`config.mk`:
```
export PLATFORM = sky130hd
export DESIGN_NAME = opnd_addr_gen
export DESIGN_NICKNAME = d
export VERILOG_FILES = /design/src/rtl/opnd_pkg.sv /design/src/rtl/opnd_space_sel.sv /design/src/rtl/opnd_bank_map.sv /design/src/rtl/opnd_index_add.sv /design/src/rtl/opnd_stack_ptr.sv /design/src/rtl/opnd_addr_gen.sv
export SDC_FILE = /design/constraint.sdc
export NUM_CORES = 1
export LEC_CHECK = 0
export BUFFER_PORTS_ARGS = -buffer_cell sky130_fd_sc_hd__buf_2
export CAP_MARGIN = 0
export CORE_AREA = 5 5 77 79
export CTS_BUF_LIST = sky130_fd_sc_hd__clkbuf_8
export CTS_CLUSTER_SIZE = 20
export DETAILED_ROUTE_END_ITERATION = 7
export DIE_AREA = 0 0 82 84
export PLACE_DENSITY_LB_ADDON = 0.25
export RECOVER_POWER = 25
export SLEW_MARGIN = 20
export SYNTH_ARGS = -nofsm -noshare
export SYNTH_HDL_FRONTEND = slang
export SYNTH_SLANG_ARGS = --single-unit
```
`constraint.sdc`:
```
create_clock -name clk -period 2.3 [get_ports clk]
set_input_delay 0.115 -clock clk [delete_from_list [all_inputs] [get_ports clk]]
set_output_delay 0.115 -clock clk [all_outputs]
set_load 0.02 [all_outputs]
```
`src/rtl/opnd_pkg.sv`:
```
package opnd_pkg;
  localparam int BYTE_W = 8;

  typedef enum logic [2:0] {
    AM_IMM  = 3'd0,
    AM_REG  = 3'd1,
    AM_DIR  = 3'd2,
    AM_IND  = 3'd3,
    AM_IDX  = 3'd4,
    AM_XDP  = 3'd5,
    AM_PUSH = 3'd6,
    AM_POP  = 3'd7
  } amode_t;

  typedef enum logic [1:0] {
    SPC_IRAM  = 2'd0,
    SPC_SFR   = 2'd1,
    SPC_CODE  = 2'd2,
    SPC_XDATA = 2'd3
  } aspace_t;
endpackage

```
`src/rtl/opnd_space_sel.sv`:
```
module opnd_space_sel
  import opnd_pkg::*;
#(
  parameter int          AW       = 8,
  parameter logic [7:0]  SFR_BASE = 8'h80
) (
  input  logic [AW-1:0] a,
  output aspace_t       spc
);
  always_comb begin
    if (a >= AW'(SFR_BASE)) spc = SPC_SFR;
    else                    spc = SPC_IRAM;
  end
endmodule

```
`src/rtl/opnd_bank_map.sv`:
```
module opnd_bank_map #(
  parameter int BANK_W = 2,
  parameter int REG_W  = 3,
  parameter int OUT_W  = 8
) (
  input  logic [BANK_W-1:0] bank,
  input  logic [REG_W-1:0]  rnum,
  output logic [OUT_W-1:0]  addr
);
  localparam int USED = BANK_W + REG_W;
  localparam int PAD  = OUT_W - USED;

  generate
    if (PAD > 0) begin : g_pad
      assign addr = {{PAD{1'b0}}, bank, rnum};
    end else begin : g_nopad
      assign addr = OUT_W'({bank, rnum});
    end
  endgenerate
endmodule

```
`src/rtl/opnd_index_add.sv`:
```
module opnd_index_add #(
  parameter int W     = 16,
  parameter int OFF_W = 8
) (
  input  logic [W-1:0]     base,
  input  logic [OFF_W-1:0] off,
  output logic [W-1:0]     sum
);
  localparam int PAD = W - OFF_W;
  logic [W-1:0] off_ext;

  assign off_ext = {{PAD{1'b0}}, off};
  assign sum     = base + off_ext;
endmodule

```
`src/rtl/opnd_stack_ptr.sv`:
```
module opnd_stack_ptr #(
  parameter int         W       = 8,
  parameter logic [7:0] RST_VAL = 8'h07
) (
  input  logic         clk,
  input  logic         rst,
  input  logic         inc,
  input  logic         dec,
  output logic [W-1:0] sp,
  output logic [W-1:0] sp_up
);
  assign sp_up = sp + W'(1);

  always_ff @(posedge clk) begin
    if (rst)      sp <= W'(RST_VAL);
    else if (inc) sp <= sp_up;
    else if (dec) sp <= sp - W'(1);
  end
endmodule

```
`src/rtl/opnd_addr_gen.sv`:
```
module opnd_addr_gen
  import opnd_pkg::*;
#(
  parameter int         ADDR_W   = 16,
  parameter int         BANK_W   = 2,
  parameter int         REG_W    = 3,
  parameter logic [7:0] SFR_BASE = 8'h80,
  parameter logic [7:0] SP_INIT  = 8'h07
) (
  input  logic              clk,
  input  logic              rst,
  input  logic              req_valid,
  input  logic [2:0]        req_mode,
  input  logic [7:0]        req_byte,
  input  logic [7:0]        acc,
  input  logic [ADDR_W-1:0] dptr,
  input  logic [BANK_W-1:0] bank_sel,
  input  logic [REG_W-1:0]  reg_sel,
  input  logic [7:0]        ptr_r0,
  input  logic [7:0]        ptr_r1,
  output logic              out_valid,
  output logic              out_addr_vld,
  output logic [1:0]        out_space,
  output logic [ADDR_W-1:0] out_addr,
  output logic              out_illegal,
  output logic              out_stk_vld,
  output logic [7:0]        out_stk_addr,
  output logic [7:0]        out_imm
);
  localparam int PAD = ADDR_W - BYTE_W;

  amode_t            mode;
  logic [7:0]        reg_addr;
  logic [7:0]        ind_ptr;
  aspace_t           dir_spc;
  aspace_t           ind_spc;
  logic [ADDR_W-1:0] idx_sum;
  logic [7:0]        sp_cur;
  logic [7:0]        sp_up;
  logic              do_push;
  logic              do_pop;
  logic              ind_ok;

  logic              n_addr_vld;
  aspace_t           n_space;
  logic [ADDR_W-1:0] n_addr;
  logic              n_illegal;
  logic              n_stk_vld;
  logic [7:0]        n_stk_addr;
  logic [7:0]        n_imm;

  assign mode    = amode_t'(req_mode);
  assign do_push = req_valid && (mode == AM_PUSH);
  assign do_pop  = req_valid && (mode == AM_POP);
  assign ind_ok  = (reg_sel[REG_W-1:1] == '0);
  assign ind_ptr = reg_sel[0] ? ptr_r1 : ptr_r0;

  opnd_bank_map #(.BANK_W(BANK_W), .REG_W(REG_W), .OUT_W(8)) u_bank (
    .bank (bank_sel),
    .rnum (reg_sel),
    .addr (reg_addr)
  );

  opnd_space_sel #(.AW(8), .SFR_BASE(SFR_BASE)) u_dir_spc (
    .a   (req_byte),
    .spc (dir_spc)
  );

  opnd_space_sel #(.AW(8), .SFR_BASE(SFR_BASE)) u_ind_spc (
    .a   (ind_ptr),
    .spc (ind_spc)
  );

  opnd_index_add #(.W(ADDR_W), .OFF_W(8)) u_idx (
    .base (dptr),
    .off  (acc),
    .sum  (idx_sum)
  );

  opnd_stack_ptr #(.W(8), .RST_VAL(SP_INIT)) u_sp (
    .clk   (clk),
    .rst   (rst),
    .inc   (do_push),
    .dec   (do_pop),
    .sp    (sp_cur),
    .sp_up (sp_up)
  );

  always_comb begin
    n_addr_vld = 1'b0;
    n_space    = SPC_IRAM;
    n_addr     = '0;
    n_illegal  = 1'b0;
    n_stk_vld  = 1'b0;
    n_stk_addr = '0;
    n_imm      = '0;
    if (req_valid) begin
      unique case (mode)
        AM_IMM: begin
          n_imm = req_byte;
        end
        AM_REG: begin
          n_addr_vld = 1'b1;
          n_space    = SPC_IRAM;
          n_addr     = {{PAD{1'b0}}, reg_addr};
        end
        AM_DIR: begin
          n_addr_vld = 1'b1;
          n_space    = dir_spc;
          n_addr     = {{PAD{1'b0}}, req_byte};
        end
        AM_IND: begin
          if (ind_ok) begin
            n_addr_vld = 1'b1;
            n_space    = ind_spc;
            n_addr     = {{PAD{1'b0}}, ind_ptr};
          end else begin
            n_illegal  = 1'b1;
          end
        end
        AM_IDX: begin
          n_addr_vld = 1'b1;
          n_space    = SPC_CODE;
          n_addr     = idx_sum;
        end
        AM_XDP: begin
          n_addr_vld = 1'b1;
          n_space    = SPC_XDATA;
          n_addr     = dptr;
        end
        AM_PUSH: begin
          n_addr_vld = 1'b1;
          n_space    = dir_spc;
          n_addr     = {{PAD{1'b0}}, req_byte};
          n_stk_vld  = 1'b1;
          n_stk_addr = sp_up;
        end
        AM_POP: begin
          n_addr_vld = 1'b1;
          n_space    = dir_spc;
          n_addr     = {{PAD{1'b0}}, req_byte};
          n_stk_vld  = 1'b1;
          n_stk_addr = sp_cur;
        end
        default: ;
      endcase
    end
  end

  always_ff @(posedge clk) begin
    if (rst) begin
      out_valid    <= 1'b0;
      out_addr_vld <= 1'b0;
      out_space    <= '0;
      out_addr     <= '0;
      out_illegal  <= 1'b0;
      out_stk_vld  <= 1'b0;
      out_stk_addr <= '0;
      out_imm      <= '0;
    end else begin
      out_valid    <= req_valid;
      out_addr_vld <= n_addr_vld;
      out_space    <= n_space;
      out_addr     <= n_addr;
      out_illegal  <= n_illegal;
      out_stk_vld  <= n_stk_vld;
      out_stk_addr <= n_stk_addr;
      out_imm      <= n_imm;
    end
  end
endmodule

```
==> run_summary.xml <==
<?xml version="1.0" encoding="UTF-8"?>
<metrics>
  <group name="detailed_routing">
    <metric name="finalWirelength" unit="um">6810</metric>
    <metric name="met1_length" unit="um">2880</metric>
    <metric name="dr.max_layer_used" unit="">met4</metric>
    <metric name="drc" unit="">0</metric>
    <metric name="antenna_violating_nets_post_route" unit="">0</metric>
    <metric name="first_iter_violations" unit="">110</metric>
    <metric name="post_detailed_route_via_to_cell_ratio" unit="">5.46</metric>
    <metric name="routed_wire_length_per_instance" unit="um">14.8</metric>
    <metric name="vias" unit="">2518</metric>
    <metric name="met3WireLength" unit="um">474</metric>
    <metric name="drtPass1Iterations" unit="">5</metric>
    <metric name="dr_wl_met2" unit="um">3380</metric>
  </group>
  <group name="layout">
    <metric name="fillers" unit="">519</metric>
    <metric name="multiInputGateArea" unit="sq mm">0.00151</metric>
    <metric name="final-instance-count-excl-fill" unit="">461</metric>
    <metric name="antenna-diode-count" unit="">0</metric>
    <metric name="flow.area_growth_from_synthesis" unit="%">23.2</metric>
    <metric name="finalCoreUtilization" unit="%">59.4</metric>
    <metric name="area_used_by_sequential_logic_in_the_layout" unit="sq um">921</metric>
    <metric name="post_route_cells_drive_above_1_share" unit="%">28.5</metric>
    <metric name="stdcell_area" unit="sq mm">0.00313</metric>
    <metric name="layout.nets" unit="">458</metric>
  </group>
  <group name="global_route">
    <metric name="grt_use_total" unit="%">20.7</metric>
    <metric name="global_route_wire_length_before_repair" unit="um">11300</metric>
    <metric name="number_of_global_route_vias_before_repair" unit="">2443</metric>
    <metric name="grt_start_max_net_pins" unit="">33</metric>
    <metric name="gr_overflow_total" unit="">0</metric>
    <metric name="grt_antenna_before_repair" unit="">0</metric>
  </group>
  <group name="critical_path">
    <metric name="required" unit="ns">2.46</metric>
    <metric name="worst-r2r-setup-slack" unit="ns">0.56</metric>
    <metric name="timing.critical_path.fanout_max" unit="">8</metric>
    <metric name="worst-endpoint-arrival" unit="ns">1.99</metric>
    <metric name="crit_type" unit="">primary input to flop</metric>
    <metric name="worst_r2r_startpoint" unit="">u_sp.sp[0]$_SDFFE_PP1P_</metric>
    <metric name="crit_path_start" unit="">dptr[0]</metric>
    <metric name="cp-endpoint" unit="">out_addr[10]$_SDFF_PP0_</metric>
    <metric name="critPathLaunchType" unit="">primary input</metric>
    <metric name="crit_path_end_kind" unit="">flop</metric>
    <metric name="worstReg2RegEnd" unit="">u_sp.sp[2]$_SDFFE_PP1P_</metric>
    <metric name="worstRegToRegCells" unit="">5</metric>
  </group>
  <group name="placement">
    <metric name="dpl.cell_count" unit="">453</metric>
    <metric name="dpl-instance-area" unit="sq mm">0.00307</metric>
    <metric name="globalplace.congestion" unit="">0.899</metric>
    <metric name="place.detailed.hpwl" unit="um">5400</metric>
    <metric name="placement.io_buffers" unit="">96</metric>
  </group>
  <group name="sta">
    <metric name="maxClockFrequency" unit="MHz">547</metric>
    <metric name="period_share" unit="%">79.4</metric>
    <metric name="worst_slew_pin_slew" unit="ns">0.748</metric>
    <metric name="period_needed" unit="ns">1.83</metric>
    <metric name="worst_setup_skew_after_layout" unit="ns">0.00175</metric>
    <metric name="worst_hold_slack" unit="ns">0.0392</metric>
    <metric name="hold_violations" unit="">0</metric>
    <metric name="max_transition_viols_final" unit="">0</metric>
    <metric name="grt_setup_unrepaired" unit="">false</metric>
    <metric name="totalNegativeSetupSlack" unit="ns">0</metric>
    <metric name="setup-violations-final" unit="">0</metric>
    <metric name="timing.max_slew.rel_slack" unit="%">50.1</metric>
  </group>
  <group name="synthesis">
    <metric name="post_synthesis_cell_type_with_the_largest_combined_area" unit="">dfxtp_1</metric>
    <metric name="syn-cell-area" unit="sq mm">0.00254</metric>
    <metric name="asyncSetResetFlopFracSynth" unit="%">0</metric>
    <metric name="syn_area_per_cell" unit="sq um">8.56</metric>
    <metric name="synth_edf_count" unit="">0</metric>
    <metric name="ys_seq_area_share" unit="%">36.2</metric>
    <metric name="netlist_top_cells_count" unit="">dfxtp_1 (46), nor2_1 (26), a21oi_1 (23), nand2_1 (23), o21ai_0 (12)</metric>
    <metric name="synth.top_cell.area_share" unit="%">36.2</metric>
    <metric name="postSynthCellCount" unit="">297</metric>
    <metric name="synth-warning-count" unit="">0</metric>
    <metric name="synth.area.top_cells" unit="">dfxtp_1 (36%), ha_1 (4.9%), a21oi_1 (4.5%)</metric>
    <metric name="synth.distinct_cells" unit="">59</metric>
    <metric name="synth.most_common_cell" unit="">dfxtp_1</metric>
    <metric name="synthFlopType" unit="">dfxtp_1</metric>
    <metric name="synthesis.nets" unit="">367</metric>
    <metric name="yosys_register_bits" unit="">46</metric>
  </group>
  <group name="cts">
    <metric name="clock-root-buffer" unit="">clkbuf_8</metric>
    <metric name="numCtsBuffers" unit="">5</metric>
    <metric name="cts_repair_resize_count" unit="">0</metric>
    <metric name="post_cts_buffers" unit="">0</metric>
    <metric name="ctsHtreeMaxLevel" unit="">2</metric>
    <metric name="cts-hold-fix-buffers" unit="">0</metric>
    <metric name="clock_path_buffers" unit="">2</metric>
    <metric name="cts.sinks" unit="">46</metric>
    <metric name="clk-insertion-delay-late" unit="ns">0.29</metric>
    <metric name="cts_tree" unit="">built</metric>
    <metric name="cts.reportedPaths.clkPinSlew" unit="ns">0.08</metric>
  </group>
  <group name="floorplan">
    <metric name="io-pin-count" unit="">97</metric>
    <metric name="die_width" unit="um">82</metric>
    <metric name="fp.coreArea" unit="sq mm">0.00527</metric>
    <metric name="dieArea" unit="sq mm">0.00689</metric>
    <metric name="die-height" unit="um">84</metric>
    <metric name="core.rowCount" unit="">27</metric>
    <metric name="initial_core_util" unit="%">48.3</metric>
  </group>
  <group name="flow_run">
    <metric name="maxCapViolCount" unit="">0</metric>
  </group>
  <group name="power_and_ir_drop">
    <metric name="ir_drop" unit="uV">243</metric>
    <metric name="p_per_area" unit="mW/mm^2">524</metric>
    <metric name="p_leak" unit="nW">1.40</metric>
  </group>
  <group name="worst_hold_path">
    <metric name="holdCritPathClass" unit="">primary input to flop</metric>
    <metric name="worst_hold_startpoint" unit="">req_byte[2]</metric>
  </group>
  <group name="outcome">
    <metric name="outcome" unit="">finished clean</metric>
  </group>
</metrics>
state kept, by name (all words and copies together) (netlist names):
register,count
out_addr,16
out_imm,8
out_stk_addr,8
u_sp.sp,8
out_space,2
out_addr_vld,1
out_illegal,1
out_stk_vld,1
out_valid,1
layer usage:
metal,vias to the layer above,GRT usage [%]
met1,1155,26.6
met3,8,4.10
met4,0,4.08
met5,-,0
li1,1263,-
met2,92,35.3
per-stage QoR:
step,power [mW],setup WS (ns)
3_5_place_dp,1.19,0.198
3_3_place_gp,1.18,0.266
2_1_floorplan,1.06,0.472
5_1_grt,1.74,0.281
6_report,1.64,0.474
4_1_cts,1.66,0.504
worst max-delay path, cell delays in order:
cell and delay [ns]:
buf_2 0.09, ha_1 0.19, inv_1 0.07, fa_1 0.40, nand2b_1 0.16, a21oi_1 0.28, a21oi_2 0.19, o311ai_0 0.36
o41ai_1 0.13
cell families (layout without fill, tap and decap cells):
kind of cell	count (synthesis)	in the layout	share of synthesized area, %
AOI/OAI and AO/OA	81	81	22.3
xor gates and xnor gates	11	11	3.79
adders and majority gates	11	11	5.71
buffers and inverters	26	118	4.33
DFF	46	46	36.2
muxes	12	12	5.12
and+or+nand+nor	110	110	22.6
cells in the final DEF, fill, tap and decap left out, types with 10 or more instances in the layout:
master,count
o21ai_0,12
nand2_1,23
ha_1,10
clkbuf_1,20
inv_1,11
buf_2,76
and2_1,11
dfxtp_1,46
nor2_1,26
a21oi_1,23
how the worst min path moves through the flow:
stage / to / depth (start not counted) / slack, ns
4_1_cts: out_imm[2]$_SDFF_PP0_ / 2 / 0.03
2_1_floorplan: out_imm[0]$_SDFF_PP0_ / 1 / 0.24
3_5_place_dp: out_imm[5]$_SDFF_PP0_ / 2 / 0.34
5_1_grt: out_imm[2]$_SDFF_PP0_ / 2 / 0.04
6_report: out_imm[2]$_SDFF_PP0_ / 2 / 0.04
3_3_place_gp: out_imm[5]$_SDFF_PP0_ / 2 / 0.34
report_power, final:
group	total [mW]	switching, mW	internal [mW]
registers	0.822	0.00898	0.813
clock network	0.476	0.265	0.210
logic	0.345	0.200	0.145
cell type report:
class	count	area share, %
sequential	46	29.4
timing repair buffer	100	15.5
clock inverter	3	0.559
clock buffer	5	2.20
tap	72	2.88
inverter	10	1.20
multi-input combinational	225	48.3
Power figures use the tool's default switching activity.
